$ cat src/rtl/periph_bus_if.sv
`timescale 1ns/1ps
module periph_bus_if #(
  parameter int ADDR_W = 8,
  parameter logic [ADDR_W-1:0] BASE_ADDR = 'hA0,
  parameter int IND_CYCLES = 10_000_000
) (
  input  logic              clk,
  input  logic              rst_n,
  input  logic [ADDR_W-1:0] addr,
  input  logic [7:0]        wdata,
  input  logic              io_req,
  input  logic              rd,
  input  logic              wr,
  input  logic [7:0]        din_ext,
  input  logic [7:0]        adc_result,
  output logic [7:0]        rdata,
  output logic              xcvr_en,
  output logic [3:0]        port_rd_sel,
  output logic [3:0]        port_wr_sel,
  output logic              conv_start,
  output logic [7:0]        dac_data,
  output logic [7:0]        dout,
  output logic              access_led
);
  localparam int OFF_W = 3;
  localparam int CNT_W = $clog2(IND_CYCLES + 1);
  localparam logic [CNT_W-1:0] CNT_LOAD = CNT_W'(IND_CYCLES);

  logic [OFF_W-1:0] off;
  logic             hit, rd_hit, wr_hit;
  logic [7:0]       din_s1, din_s2;
  logic             wr0_q;
  logic [CNT_W-1:0] led_cnt;

  assign off    = addr[OFF_W-1:0];
  assign hit    = io_req && (rd ^ wr) && (addr[ADDR_W-1:OFF_W] == BASE_ADDR[ADDR_W-1:OFF_W]);
  assign rd_hit = hit && rd;
  assign wr_hit = hit && wr;
  assign xcvr_en = hit;

  for (genvar i = 0; i < 4; i++) begin : g_sel
    assign port_rd_sel[i] = rd_hit && (off == OFF_W'(i));
    assign port_wr_sel[i] = wr_hit && (off == OFF_W'(i));
  end

  always_comb begin
    rdata = 8'hFF;
    if (rd_hit) begin
      case (off)
        3'd0:    rdata = dac_data;
        3'd1:    rdata = dout;
        3'd2:    rdata = adc_result;
        3'd3:    rdata = din_s2;
        default: rdata = 8'hFF;
      endcase
    end
  end

  always_ff @(posedge clk or negedge rst_n) begin
    if (!rst_n) begin
      dout       <= '0;
      dac_data   <= '0;
      din_s1     <= '0;
      din_s2     <= '0;
      wr0_q      <= 1'b0;
      conv_start <= 1'b0;
      led_cnt    <= '0;
    end else begin
      if (port_wr_sel[1]) dout <= wdata;
      if (port_wr_sel[2]) dac_data <= wdata;
      din_s1     <= din_ext;
      din_s2     <= din_s1;
      wr0_q      <= port_wr_sel[0];
      conv_start <= port_wr_sel[0] && !wr0_q;
      if (hit)               led_cnt <= CNT_LOAD;
      else if (led_cnt != 0) led_cnt <= led_cnt - 1'b1;
    end
  end

  assign access_led = (led_cnt != 0);

  assert_rd_onehot_R2: assert property (@(posedge clk) disable iff (!rst_n)
    $onehot0(port_rd_sel) && $onehot0(port_wr_sel));
  assert_sel_enables_R4: assert property (@(posedge clk) disable iff (!rst_n)
    (port_rd_sel != 0 || port_wr_sel != 0) |-> xcvr_en);
  assert_led_after_access_R3: assert property (@(posedge clk) disable iff (!rst_n)
    xcvr_en |=> access_led);
  assert_latch_hold_R5: assert property (@(posedge clk) disable iff (!rst_n)
    !port_wr_sel[1] |=> $stable(dout));
  assert_dac_hold_R6: assert property (@(posedge clk) disable iff (!rst_n)
    !port_wr_sel[2] |=> $stable(dac_data));
  assert_start_single_R6: assert property (@(posedge clk) disable iff (!rst_n)
    conv_start |=> !conv_start);
  assert_no_io_idle_R10: assert property (@(posedge clk) disable iff (!rst_n)
    (!io_req || (rd && wr)) |-> (!xcvr_en && port_wr_sel == 0 && rdata == 8'hFF));
endmodule

$ cat config.mk
export PLATFORM = sky130hd
export DESIGN_NAME = periph_bus_if
export DESIGN_NICKNAME = d
export VERILOG_FILES = /design/src/rtl/periph_bus_if.sv
export SDC_FILE = /design/constraint.sdc
export NUM_CORES = 1
export LEC_CHECK = 0
export BUFFER_PORTS_ARGS = -buffer_cell sky130_fd_sc_hd__buf_2
export CORE_MARGIN = 5
export CORE_UTILIZATION = 30
export CTS_CLUSTER_SIZE = 24
export DETAILED_ROUTE_END_ITERATION = 6
export RECOVER_POWER = 50
export SYNTH_ARGS = -nofsm -noshare
export SYNTH_HDL_FRONTEND = slang
export SYNTH_SLANG_ARGS = --single-unit
$ cat constraint.sdc
create_clock -name clk -period 2.37 [get_ports clk]
set_input_delay 0.1185 -clock clk [delete_from_list [all_inputs] [get_ports clk]]
set_output_delay 0.1185 -clock clk [all_outputs]
set_load 0.01 [all_outputs]
# == Word-level counts from Yosys, hierarchy flattened ==
# Index checks and enable logic that the tools add are counted.
# W data, S select, Z words.
# totals
ff_bits,58
wordCells,34
out_inout_bits,35
input_bits,37
# op_classes
bitwise,1
n_eq_ne,4
reduce_logical,17
n_addsub,1
mux,4
# ops
op,n
$mux W24,2
$pmux W8 S4,1
$reduce_bool A24 Y1,1
$sub A24 B1 Y24 const B,1
$logic_and A1 B1 Y1,13
$mux W8,1
$eq A3 B2 Y1 const B,2
$eq A5 B5 Y1 const B,1
$eq A3 B1 Y1 const B,1
$logic_not A3 Y1,1
$reduce_bool A2 Y1,1
$logic_not A1 Y1,1
$xor A1 B1 Y1,1

# == Depth between registers and ports, before layout ==
# logic_depth
depth_word,6
ltp_mapped,8
depth_no_buf,8

# == Worst setup path after synthesis ==
# No wires, ideal clock.
# synth_timing
path_kind,reg2reg
from,register led_cnt[4]
to,register led_cnt[16]
required_time_ns,2.293
path_stages_with_launch,6
setup_ns,0.077
arrival_time_ns,1.768
synth_period_minus_slack_ns,1.846
path_slack_ns,0.524
path_buffers,0
path_cell_list,dfrtp_1 -> or4_4 -> nor2_4 -> nand3_2 -> or4_1 -> a21oi_1
# synth_via
elab_chain_len,3
word_cells_on_any_way,5
classes_between,add/sub (1); mux (2); reduce/logical (2)
# synth_lines
item,line_no,text
start: declaration,33,logic [CNT_W-1:0] led_cnt;
start signal: assignment,76,else if (led_cnt != 0) led_cnt <= led_cnt - 1'b1;
$sub A24 B1 Y24,76,
$mux W24,76,
$mux W24,75,if (hit) led_cnt <= CNT_LOAD;
# Parallel ways exist; a longest one is shown, timed or not. The select of a mux whose other input is x is not followed.
# A chain may end at the register's enable or synchronous reset.

# == Worst setup path after layout ==
# layout_timing
from,register led_cnt[4]
to,output port access_led
# layout_via
elab_chain_len,1
# layout_lines
item,line_no,text
$reduce_bool A24 Y1,80,assign access_led = (led_cnt != 0);
end: declaration,23,output logic access_led
# No other way between the ends.

==> results.sh <==
export IMPL_cts_setup_buffers=0
export IMPL_die_x_um=107.4
export IMPL_leakagePower_nw=1.560
export IMPL_crit_fanout=5
export IMPL_rr_worst_depth=6
export IMPL_syn_inst=258
export IMPL_max_cap_violations=0
export IMPL_area_growth_pct=31.97
export IMPL_grt_first_pass_wirelength_mm=12.01
export IMPL_crit_buf_inv=2
export IMPL_drv_slew=0
export IMPL_status="finished, final reports clean"
export IMPL_path_class="flip-flop to output port"
export IMPL_powerDensity_nw_per_um2=820.9
export IMPL_max_slew_margin=0.3368
export IMPL_cts_root_buf="clkbuf_8"
export IMPL_yosys_area_share_adder=0.008795
export IMPL_dp_cells=461
export IMPL_hpwl_mm=5.394
export IMPL_async_reset_ff_frac=1.000
export IMPL_path_cells="nor4_2, nand4_1, nor2_2, inv_2, buf_2"
export IMPL_worstSetupStartpointType="flip-flop"
export IMPL_layout_min_cycle_time_ns=2.123
export IMPL_min_from="wdata[2]"
export IMPL_placed_area_um2=3411
export IMPL_r2r_end="led_cnt[2]$_DFFE_PN0P_"
export IMPL_synthMuxAreaShare=0.1099
export IMPL_path_clk_slew_ns=0.07
export IMPL_synth_top_area_cell="dfrtp_1"
export IMPL_cpPeakStageDelay_ns=0.42
export IMPL_routed_wl_mm=7.331
export IMPL_clock_path_buffers=2
export IMPL_start_util=0.3079
export IMPL_synthTopCellsByArea="dfrtp_1, mux2_2, nand2_1, nor2_1, xor2_1"
export IMPL_grtUsageMet1=0.1686
export IMPL_finalHoldViolations=0
export IMPL_wl_per_cell_um=15.12
export IMPL_fin_nets=391
export IMPL_antenna_cells=0
export IMPL_setup_viol=0
export IMPL_grt_pass1_vias=2392
export IMPL_peakVddDrop_mv=0.3172
export IMPL_top_usage_layer="met2"
export IMPL_grt_antenna_before_repair=0
export IMPL_synth_xor_area_share=0.02770
export IMPL_setup_tns_ns=0
export IMPL_rrSetupSlack_ns=0.34
export IMPL_fmax_mhz=471.1
export IMPL_grt_util_met2=0.2189
export IMPL_numCtsBuffers=9
export IMPL_dieArea_um2=11530
export IMPL_grtUsageMet3=0.02879
export IMPL_final_cell_count_no_fill=485
export IMPL_synth_edf_count=0
export IMPL_cts_tree="done"
export IMPL_portBuffers=71
export IMPL_synth_compound_area_frac=0.09938
export IMPL_syn_area_um2=2845
export IMPL_synthFlopType="dfrtp_1"
export IMPL_ys_warn_count=0
export IMPL_clock_sinks=58
export IMPL_drt_initial_drc_count=142
export IMPL_finalCritPeriodShare=0.8957
export IMPL_synth_common_cells="dfrtp_1, nand2_1, mux2_2, nor2_1, o21ai_0"
export IMPL_synth_seq_cells=58
export IMPL_worstPathRequired_ns=2.25
export IMPL_end_kind="output port"
export IMPL_pin_count=72
export IMPL_crit_slowest_cell="dfrtp_1"
export IMPL_min_delay_path_class="input pin to flip-flop"
export IMPL_drtPass1Iterations=4
export IMPL_layout_drive_gt1_share=0.3371
export IMPL_syn_area_per_cell_um2=11.03
export IMPL_finClkSkew_ns=0.005245
export IMPL_ant_nets=0
export IMPL_tightest_slew_ns=0.9948
export IMPL_crit_arrival_ns=2.00
export IMPL_vias_per_cell=4.819
export IMPL_yosys_area_top_type_share=0.5101
export IMPL_drc_errors=0
export IMPL_yosysSeqAreaShare=0.5101
export IMPL_rsz0062_at_grt="false"
export IMPL_design_area_um2=3755
export IMPL_core_um2=9240
export IMPL_hold_end="dac_data[2]$_DFFE_PN0P_"
export IMPL_die_h_um=107.4
export IMPL_grt_use_total=0.1325
export IMPL_yosysUniqueCellTypes=45
export IMPL_reg2reg_from="led_cnt[17]$_DFFE_PN0P_"
export IMPL_syn_nets=297
export IMPL_grt_max_degree=40
export IMPL_gp_congestion=0.8033
export IMPL_vias=2337
export IMPL_cts_max_level=3
export IMPL_num_rows=35
export IMPL_yosysMostFrequentCell="dfrtp_1"
export IMPL_synthSimpleGateAreaFrac=0.2256
export IMPL_clock_latency_ns=0.33
export IMPL_overflow=0
export IMPL_path_delay_family="simple AND/OR/NAND/NOR gates"
export IMPL_hold_path_cell_count=2
export IMPL_synth_top_family_by_area="simple AND/OR/NAND/NOR gates"
report_power, final:
part	switching, mW	internal [mW]
registers	0.140	1.11
logic	0.276	0.227
clock network	0.396	0.935
total	0.813	2.27
timing repair:
action                                  4_1_cts  5_1_grt
hold buffers                                  9        0
endpoints found under the setup margin        0        1
endpoints found under the hold margin        45        0
resized for setup                             0        1
final cells by class:
cell class              instances  area [µm²]
flip-flops and latches         58        1451
fillers                       916        5485
inverters                       5       18.77
multi-input cells             187        1333
clock buffers                  10       137.6
clock inverters                 5       150.1
repair buffers                 91       503.0
well taps                     129       161.4
metrics by stage:
step / utilization / setup WS, ns / hold WS (ns) / power, mW
2_1_floorplan: - / 0.5241 / -0.1771 / 1.554
3_3_place_gp: 0.3691 / 0.3955 / 0.2285 / 1.734
3_5_place_dp: 0.3691 / 0.3781 / 0.2278 / 1.761
4_1_cts: 0.4100 / 0.1787 / 0.01267 / 3.120
5_1_grt: 0.4064 / 0.04954 / 0.01683 / 3.245
6_report: 0.4064 / 0.2472 / 0.02477 / 3.083
metal layers:
metal	routed length, µm	up-vias	share of wire
li1	-	1123	-
met1	3128	1150	0.43
met2	3722	54	0.51
met3	331	10	0.045
met4	149	0	0.020
met5	0	-	0
state kept, by name, indices dropped and copies added (netlist names):
signal,count
conv_start,1
din_s1,8
led_cnt,24
wr0_q,1
dout,8
dac_data,8
din_s2,8
logic make-up (layout without fill, tap and decap cells):
family | after synthesis | in the layout
simple gates | 108 | 108
flops | 58 | 58
compound gates | 42 | 42
mux | 26 | 26
buf+inv | 13 | 111
xor+xnor | 9 | 9
fa+ha+maj | 2 | 2
placed cells by master, fill, tap and decap left out, types with 5 or more instances in the layout:
cell and n:
a21oi_1 8, a22oi_1 6, buf_2 53, buf_4 10
bufinv_16 5, clkbuf_1 18, clkbuf_8 10, dfrtp_1 58
dlygate4sd3_1 9, mux2_2 22, nand2_1 30, nand2b_1 7
nand3_1 6, nor2_1 19, nor3_1 9, o21ai_0 11
o31ai_1 6, or3_1 6, or4_1 7, xor2_1 7
how the worst max path moves through the flow:
stage	from	end	slack [ns]	cells past startpoint
2_1_floorplan	led_cnt[4]$_DFFE_PN0P_	led_cnt[16]$_DFFE_PN0P_	0.52	5
3_5_place_dp	led_cnt[10]$_DFFE_PN0P_	led_cnt[18]$_DFFE_PN0P_	0.38	5
6_report	led_cnt[4]$_DFFE_PN0P_	access_led	0.25	5
5_1_grt	led_cnt[0]$_DFFE_PN0P_	access_led	0.05	7
3_3_place_gp	led_cnt[16]$_DFFE_PN0P_	led_cnt[2]$_DFFE_PN0P_	0.40	6
4_1_cts	led_cnt[0]$_DFFE_PN0P_	access_led	0.18	7
worst register-to-register path, delay by kind of cell, from the launching register on:
family	cells	cell delay, ns
simple gates	3	0.73
flops	1	0.44
compound gates	1	0.30
buf+inv	1	0.26
xor+xnor	1	0.18
(Power assumes the default switching activity.)
